## src/rtl/gpio_pkg.sv

```systemverilog
package gpio_pkg;
   localparam int GP_ADDR_W = 2;

   typedef enum logic [GP_ADDR_W-1:0] {
      GP_REG_DIR = 2'd0,
      GP_REG_SET = 2'd1,
      GP_REG_CLR = 2'd2,
      GP_REG_PIN = 2'd3
   } gp_reg_e;
endpackage

```

## src/rtl/gpio_sync.sv

```systemverilog
module gpio_sync #(
   parameter int WIDTH  = 32,
   parameter int STAGES = 2
) (
   input  logic             clk,
   input  logic             rst_n,
   input  logic [WIDTH-1:0] d,
   output logic [WIDTH-1:0] q
);
   logic [WIDTH-1:0] stg [STAGES];

   always_ff @(posedge clk) begin
      if (!rst_n) stg[0] <= '0;
      else        stg[0] <= d;
   end

   for (genvar i = 1; i < STAGES; i++) begin : g_stage
      always_ff @(posedge clk) begin
         if (!rst_n) stg[i] <= '0;
         else        stg[i] <= stg[i-1];
      end
   end

   assign q = stg[STAGES-1];
endmodule

```

## src/rtl/gpio_outreg.sv

```systemverilog
module gpio_outreg #(
   parameter int WIDTH = 32
) (
   input  logic             clk,
   input  logic             rst_n,
   input  logic             wr_dir,
   input  logic             wr_set,
   input  logic             wr_clr,
   input  logic [WIDTH-1:0] wdata,
   output logic [WIDTH-1:0] dir_q,
   output logic [WIDTH-1:0] lat_q
);
   always_ff @(posedge clk) begin
      if (!rst_n)      dir_q <= '0;
      else if (wr_dir) dir_q <= wdata;
   end

   always_ff @(posedge clk) begin
      if (!rst_n)      lat_q <= '0;
      else if (wr_set) lat_q <= lat_q | wdata;
      else if (wr_clr) lat_q <= lat_q & ~wdata;
   end
endmodule

```

## src/rtl/gpio_rdmux.sv

```systemverilog
module gpio_rdmux
   import gpio_pkg::*;
#(
   parameter int WIDTH = 32
) (
   input  gp_reg_e          sel,
   input  logic [WIDTH-1:0] dir_q,
   input  logic [WIDTH-1:0] lat_q,
   input  logic [WIDTH-1:0] pin_q,
   output logic [WIDTH-1:0] rdata
);
   always_comb begin
      unique case (sel)
         GP_REG_DIR: rdata = dir_q;
         GP_REG_SET: rdata = lat_q;
         GP_REG_CLR: rdata = '0;
         GP_REG_PIN: rdata = pin_q;
         default:    rdata = '0;
      endcase
   end
endmodule

```

## src/rtl/gpio_port.sv

```systemverilog
module gpio_port
   import gpio_pkg::*;
#(
   parameter int WIDTH       = 32,
   parameter int SYNC_STAGES = 2
) (
   input  logic                 clk,
   input  logic                 rst_n,
   input  logic                 reg_wr_en,
   input  logic [GP_ADDR_W-1:0] reg_addr,
   input  logic [WIDTH-1:0]     reg_wdata,
   output logic [WIDTH-1:0]     reg_rdata,
   input  logic [WIDTH-1:0]     pad_in,
   output logic [WIDTH-1:0]     pad_out,
   output logic [WIDTH-1:0]     pad_oe
);
   if (WIDTH < 1 || WIDTH > 64) begin : g_bad_width
      $error("gpio_port: WIDTH must be 1..64");
   end
   if (SYNC_STAGES < 2 || SYNC_STAGES > 4) begin : g_bad_sync
      $error("gpio_port: SYNC_STAGES must be 2..4");
   end

   gp_reg_e          sel;
   logic             wr_dir, wr_set, wr_clr;
   logic [WIDTH-1:0] dir_q, lat_q, pin_q;

   assign sel    = gp_reg_e'(reg_addr);
   assign wr_dir = reg_wr_en && (sel == GP_REG_DIR);
   assign wr_set = reg_wr_en && (sel == GP_REG_SET);
   assign wr_clr = reg_wr_en && (sel == GP_REG_CLR);

   gpio_sync #(.WIDTH(WIDTH), .STAGES(SYNC_STAGES)) u_sync (
      .clk   (clk),
      .rst_n (rst_n),
      .d     (pad_in),
      .q     (pin_q)
   );

   gpio_outreg #(.WIDTH(WIDTH)) u_outreg (
      .clk    (clk),
      .rst_n  (rst_n),
      .wr_dir (wr_dir),
      .wr_set (wr_set),
      .wr_clr (wr_clr),
      .wdata  (reg_wdata),
      .dir_q  (dir_q),
      .lat_q  (lat_q)
   );

   gpio_rdmux #(.WIDTH(WIDTH)) u_rdmux (
      .sel   (sel),
      .dir_q (dir_q),
      .lat_q (lat_q),
      .pin_q (pin_q),
      .rdata (reg_rdata)
   );

   assign pad_out = lat_q;
   assign pad_oe  = dir_q;
endmodule

```

## config.mk

```make
export PLATFORM = sky130hd
export DESIGN_NAME = gpio_port
export DESIGN_NICKNAME = d
export VERILOG_FILES = /design/src/rtl/gpio_pkg.sv /design/src/rtl/gpio_sync.sv /design/src/rtl/gpio_outreg.sv /design/src/rtl/gpio_rdmux.sv /design/src/rtl/gpio_port.sv
export SDC_FILE = /design/constraint.sdc
export NUM_CORES = 1
export LEC_CHECK = 0
export BUFFER_PORTS_ARGS = -buffer_cell sky130_fd_sc_hd__buf_2
export CAP_MARGIN = 20
export CORE_MARGIN = 5
export CORE_UTILIZATION = 35
export DETAILED_ROUTE_END_ITERATION = 8
export PLACE_DENSITY_LB_ADDON = 0.25
export SETUP_SLACK_MARGIN = 0.3
export SLEW_MARGIN = 20
export SYNTH_ARGS = -nofsm -noshare
export SYNTH_HDL_FRONTEND = slang
export SYNTH_SLANG_ARGS = --single-unit
```

## constraint.sdc

```tcl
create_clock -name clk -period 1.26 [get_ports clk]
set_clock_uncertainty 0.05 [all_clocks]
set_input_delay 0.315 -clock clk [delete_from_list [all_inputs] [get_ports clk]]
set_output_delay 0.315 -clock clk [all_outputs]
set_load 0.05 [all_outputs]
```

==> results of run 1 <==
==> critical path, cell delays in order, from the launching register on <==
cell       delay [ps]
dfxtp_2           330
mux2i_2           200
buf_4             180
o2bb2ai_4          60
buf_6             150
==> final cells by class <==
cell class / instances / area (sq um)
flip-flops and latches: 128 / 2710
multi-input cells: 354 / 3560
repair buffers: 354 / 4090
clock inverters: 14 / 123
fillers: 1016 / 4580
inverters: 32 / 120
well taps: 216 / 270
diodes: 4 / 10.0
clock buffers: 18 / 439
==> per-layer routing <==
| metal | part of all wire | vias to the layer above | track usage |
|---|---|---|---|
| li1 | - | 2635 | - |
| met2 | 0.50 | 238 | 0.374 |
| met5 | 0.00059 | - | 0 |
| met3 | 0.054 | 77 | 0.0427 |
| met1 | 0.40 | 2736 | 0.266 |
| met4 | 0.046 | 2 | 0.112 |
==> cell usage after synthesis <==
| library cell | count |
|---|---|
| nand2_1 | 64 |
| a211oi_2 | 17 |
| buf_6 | 7 |
| buf_8 | 1 |
| o21ai_0 | 20 |
| dfxtp_1 | 128 |
| buf_12 | 3 |
| a211oi_1 | 15 |
| o21ai_1 | 12 |
| mux2i_1 | 64 |
| inv_1 | 32 |
| and2_1 | 65 |
| o2bb2ai_1 | 32 |
| and4b_1 | 32 |
| nand3b_1 | 32 |
| clkbuf_1 | 18 |
| buf_2 | 19 |
| buf_4 | 5 |
| nor3b_2 | 1 |
| clkbuf_4 | 2 |
==> worst max path at each step <==
| stage | start | endpoint | slack, ps | depth (start not counted) |
|---|---|---|---|---|
| 2_1_floorplan | reg_addr[0] | reg_rdata[0] | -300 | 5 |
| 3_3_place_gp | reg_addr[0] | reg_rdata[29] | -550 | 5 |
| 3_5_place_dp | reg_addr[0] | reg_rdata[29] | -550 | 5 |
| 4_1_cts | u_outreg.dir_q[26]$_SDFFE_PN0P_ | reg_rdata[26] | -430 | 4 |
| 5_1_grt | flip-flop | reg_rdata[13] | -480 | 4 |
| 6_report | flip-flop | reg_rdata[25] | -430 | 4 |
==> timing repair <==
action | 4_1_cts | 5_1_grt
setup buffers | 40 | 48
resized for setup | 404 | 110
setup endpoints to repair | 148 | 158
gates cloned | 9 | 0
hold buffers | 0 | 0
pin swaps | 20 | 23
==> logic make-up after synthesis <==
logic type / after synthesis
simple gates: 194
flops: 128
compound gates: 96
buf+inv: 87
mux: 64
==> per-stage QoR <==
step,hold slack (ps),instance area [sq um]
6_report,48.3,11300
5_1_grt,37.4,11300
4_1_cts,36.2,10500
2_1_floorplan,362,6610
3_3_place_gp,367,7990
3_5_place_dp,367,7990
==> report_power, final <==
part / switching [uW] / internal (uW)
registers: 118 / 4180
logic: 1150 / 1120
clock network: 2050 / 2630
==> cell usage in the layout, fill, tap and decap left out, types with 39 or more instances in the layout <==
master and instances:
and2_1 64, buf_2 65, buf_4 58, buf_6 114
buf_8 76, dfxtp_1 64, dfxtp_2 39, mux2i_1 42
nand2_1 64
==> flow_metrics.py, run 1 <==
metrics = {
    "synthesis": {
        "ys_types": 20,
        "avgSynthCellArea_sq_um": 9.98,
        "syn-num-nets": 638,
        "yosys.area_share.simple": 0.215,
        "synth_area_leaders": "dfxtp_1 45%, mux2i_1 11%, and2_1 7.2%",
        "ys_seq_area_frac": 0.451,
        "synth_compound_area_frac": 0.135,
        "postSynthCellCount": 569,
        "ys_warn_count": 0,
        "synthMuxAreaShare": 0.113,
        "synth_seq_cells": 128,
        "syn-cell-area_sq_um": 5680,
        "yosysTopAreaCellShare": 0.451,
        "synth_top_area_cell": "dfxtp_1",
        "synth_xor_area_frac": 0,
        "synthAdderAreaFrac": 0,
        "synth_top_family_by_area": "simple AND/OR/NAND/NOR gates",
    },
    "power": {
        "power_density_nw_per_um2": 995,
        "power_uw": 11300,
        "max-vdd-ir-drop_mv": 0.983,
        "p_leak_uw": 0.00460,
    },
    "worst_hold_path": {
        "min_path_cells": 2,
        "hp-class": "input pin to flip-flop",
        "hp-start": "pad_in[3]",
        "holdPathEnd": "u_sync.stg[0][3]$_SDFF_PN0_",
    },
    "die": {
        "core_area_sq_um": 15900,
        "start_util": 0.357,
        "die_area_sq_um": 18900,
        "die_h_microns": 137,
        "ios": 165,
        "die_x_microns": 137,
        "row_count": 46,
    },
    "timing": {
        "report.final.setup_viol": 135,
        "fin_crit_ps": 1690,
        "hold_viol_final": 0,
        "finalSetupTns_ps": -28890,
        "rsz0062_at_grt": "yes",
        "fmax_mhz": 591,
        "slew_headroom": 0.790,
        "fin_crit_sh": 1.34,
        "setup_slack_ps": -432,
        "finalMaxSlewViolations": 0,
        "worst_pin_slew_ps": 312,
    },
    "clock_network": {
        "tritoncts": "done",
        "cts-htree-levels": 4,
        "clk_latency_ps": 420,
        "clk_pin_slew_ps": 60,
        "clk_path_buf_depth": 2,
        "root_buffer": "clkbuf_16",
        "cts_buffers": 17,
        "cts_sinks": 128,
    },
    "drt": {
        "drc": 0,
        "drt_iter0_drc": 287,
        "vias_per_cell": 5.08,
        "num_vias": 5688,
        "ant_nets": 0,
        "drt-pass1-iter-count": 5,
        "wire_per_inst_microns": 19.7,
        "wl_microns": 22100,
    },
    "setup_path": {
        "worst_setup_path_start_kind": "flip-flop",
        "critPathKind": "flip-flop to primary output",
        "cp.required_ps": 890,
        "ff2ff_path_depth": 5,
        "end_kind": "primary output",
        "crit_fanout": 2,
        "rrSetupSlack_ps": 50,
        "cp_data_arrival_time_ps": 1330,
    },
    "outcome": {
        "violations": "setup timing",
        "status": "complete, but fails checks",
    },
    "placement": {
        "numPortBuffers": 164,
        "post-place-ws_ps": -545,
        "place.gp.congestion": 0.805,
        "dp_hpwl_microns": 12800,
        "dp.cells": 987,
    },
    "final_layout": {
        "fin_nets": 956,
        "postLayoutCoreUtil": 0.712,
        "fin_cells": 1120,
        "syn_to_final_growth_pct": 99.2,
        "drive_gt1_frac": 0.616,
    },
    "grt": {
        "antenna_found_initial": 4,
        "grt_max_degree": 50,
        "grt_pass1_vias": 5835,
        "grtUsageTotal": 0.220,
        "grt_pass1_wl_microns": 31800,
        "globalRouteOverflowTotal": 0,
    },
    "run": {
        "drv_cap": 0,
    },
}
(Power assumes the default switching activity.)
==> run 2, diff against run 1 <==
- CORE_UTILIZATION: 35 -> 47
- RECOVER_POWER: unset -> 50
==> flow_metrics.py, run 2 (synthesis gave the netlist of run 1 again) <==
metrics = {
    "final_layout": {
        "fin_nets": 917,
        "design_area_sq_um": 11200,
        "drive_gt1_frac": 0.605,
        "mostFrequentLayoutCells": "92 x buf_6, 89 x buf_8, 65 x buf_2, 64 x nand2_1, 64 x dfxtp_1",
        "final_common_cell": "buf_6",
        "syn_to_final_growth_pct": 96.7,
    },
    "clock_network": {
        "root_buffer": "clkbuf_16",
        "tritoncts": "done",
        "cts_sinks": 128,
        "clk_path_buf_depth": 2,
        "cts-htree-levels": 4,
        "clk_latency_ps": 430,
        "clk_pin_slew_ps": 60,
        "cts_buffers": 17,
        "postCtsHoldBufs": 0,
    },
    "drt": {
        "vias_per_cell": 6.37,
        "drc": 0,
        "wire_per_inst_microns": 29.9,
        "wl_microns": 30300,
        "ant_nets": 0,
        "num_vias": 6455,
        "drt_iter0_drc": 896,
        "drt-pass1-iter-count": 6,
    },
    "setup_path": {
        "crit_path_cell_trace": "mux2i_1 -> buf_4 -> o2bb2ai_4 -> buf_8",
        "worst_setup_path_start_kind": "flip-flop",
        "cp_data_arrival_time_ps": 1370,
        "max_stage_delay_ps": 340,
        "crit_fanout": 2,
        "end_kind": "primary output",
        "rrSetupSlack_ps": -110,
        "cp.required_ps": 890,
        "critPathSlowestCell": "dfxtp_2",
        "ff2ff_path_depth": 4,
        "critPathKind": "flip-flop to primary output",
    },
    "outcome": {
        "violations": "setup timing",
        "status": "complete, but fails checks",
    },
    "grt": {
        "grt_pass1_wl_microns": 33600,
        "globalRouteOverflowTotal": 0,
        "grt_max_degree": 76,
        "grt_pass1_vias": 5658,
        "antenna_found_initial": 6,
        "grtUsageTotal": 0.305,
    },
    "timing": {
        "report.final.setup_viol": 135,
        "fin_crit_ps": 1730,
        "finalMaxSlewViolations": 0,
        "slew_headroom": 0.451,
        "rsz0062_at_grt": "yes",
        "fin_crit_sh": 1.38,
        "worst_pin_slew_ps": 823,
        "fmax_mhz": 577,
        "fin_hold_ws_ps": 39.0,
        "setup_slack_ps": -474,
        "hold_viol_final": 0,
    },
    "placement": {
        "dp_hpwl_microns": 11800,
        "place_area_sq_um": 7550,
        "numPortBuffers": 164,
        "place.gp.congestion": 0.854,
    },
    "power": {
        "power_uw": 12200,
        "p_leak_uw": 0.00443,
        "power_density_nw_per_um2": 1090,
        "max-vdd-ir-drop_mv": 1.58,
    },
    "worst_hold_path": {
        "min_path_cells": 2,
        "hp-class": "input pin to flip-flop",
        "hp-start": "pad_in[23]",
        "holdPathEnd": "u_sync.stg[0][23]$_SDFF_PN0_",
    },
    "run": {
        "drv_cap": 0,
    },
    "die": {
        "core_area_sq_um": 11900,
        "die_area_sq_um": 14400,
        "row_count": 40,
        "die_x_microns": 120,
        "die_h_microns": 120,
        "ios": 165,
        "start_util": 0.477,
    },
}
## run 2: cell count changes in the layout (fill, tap and decap cells not counted), moves of 6 or more
cell and delta:
dfxtp_2 -28, dfxtp_4 +28, buf_6 -22, buf_4 -21, mux2i_4 +18, buf_12 -16, and2_0 +14, and2_1 -14
buf_8 +13, mux2i_1 -11, clkbuf_16 +7, mux2i_2 -7, o21ai_2 -6
## run 2: per-layer routing
| layer | up-vias | global-route usage | wire [microns] |
|---|---|---|---|
| li1 | 2561 | - | - |
| met1 | 3105 | 0.364 | 10900 |
| met2 | 577 | 0.489 | 14100 |
| met3 | 210 | 0.0891 | 2770 |
| met4 | 2 | 0.178 | 2440 |
| met5 | - | 0 | 13 |
## run 2: power breakdown
part / total [uW] / internal (uW) / switching [uW]
Clock: 5580 / 3510 / 2080
Sequential: 4300 / 4130 / 167
Combinational: 2340 / 1070 / 1270
## run 2: layout make-up
type                    count  area [sq um]
clock inverters            14           214
diodes                      6          15.0
flip-flops and latches    128          2780
clock buffers              18           429
inverters                  32           120
repair buffers            315          3670
well taps                 147           184
fillers                   311           742
multi-input cells         354          3760
## run 2: critical path: cells and delay by family (launching register included)
family	cells	cell delay [ps]
flip-flops	1	340
AO/OA/AOI/OAI	1	60
buffers and inverters	2	330
multiplexers	1	200
## run 2: worst max path at each step
stage / startpoint / to / slack [ps] / cells after the start
final: flip-flop / reg_rdata[6] / -470 / 4
after global routing: u_outreg.dir_q[8]$_SDFFE_PN0P_ / reg_rdata[8] / -500 / 4
after CTS: flip-flop / reg_rdata[6] / -380 / 4
after detailed placement: reg_addr[0] / reg_rdata[31] / -570 / 5
after global placement: reg_addr[0] / reg_rdata[31] / -550 / 5
after floorplan: reg_addr[0] / reg_rdata[0] / -300 / 5
## run 2: metrics by stage
stage	instances	setup slack, ps	TNS [ps]	util
CTS	943	-382	-17360	0.851
global route	1013	-499	-28620	0.938
detailed placement	876	-569	-33800	0.634
finish	1014	-474	-26300	0.938
floorplan	569	-296	-8200	-
global placement	876	-550	-31310	0.634
## run 2: timing repair
item	4_1_cts	5_1_grt
cloned	6	8
buffers inserted	29	57
gates resized for setup	431	117
pin swaps	13	28
setup endpoints to repair	142	148
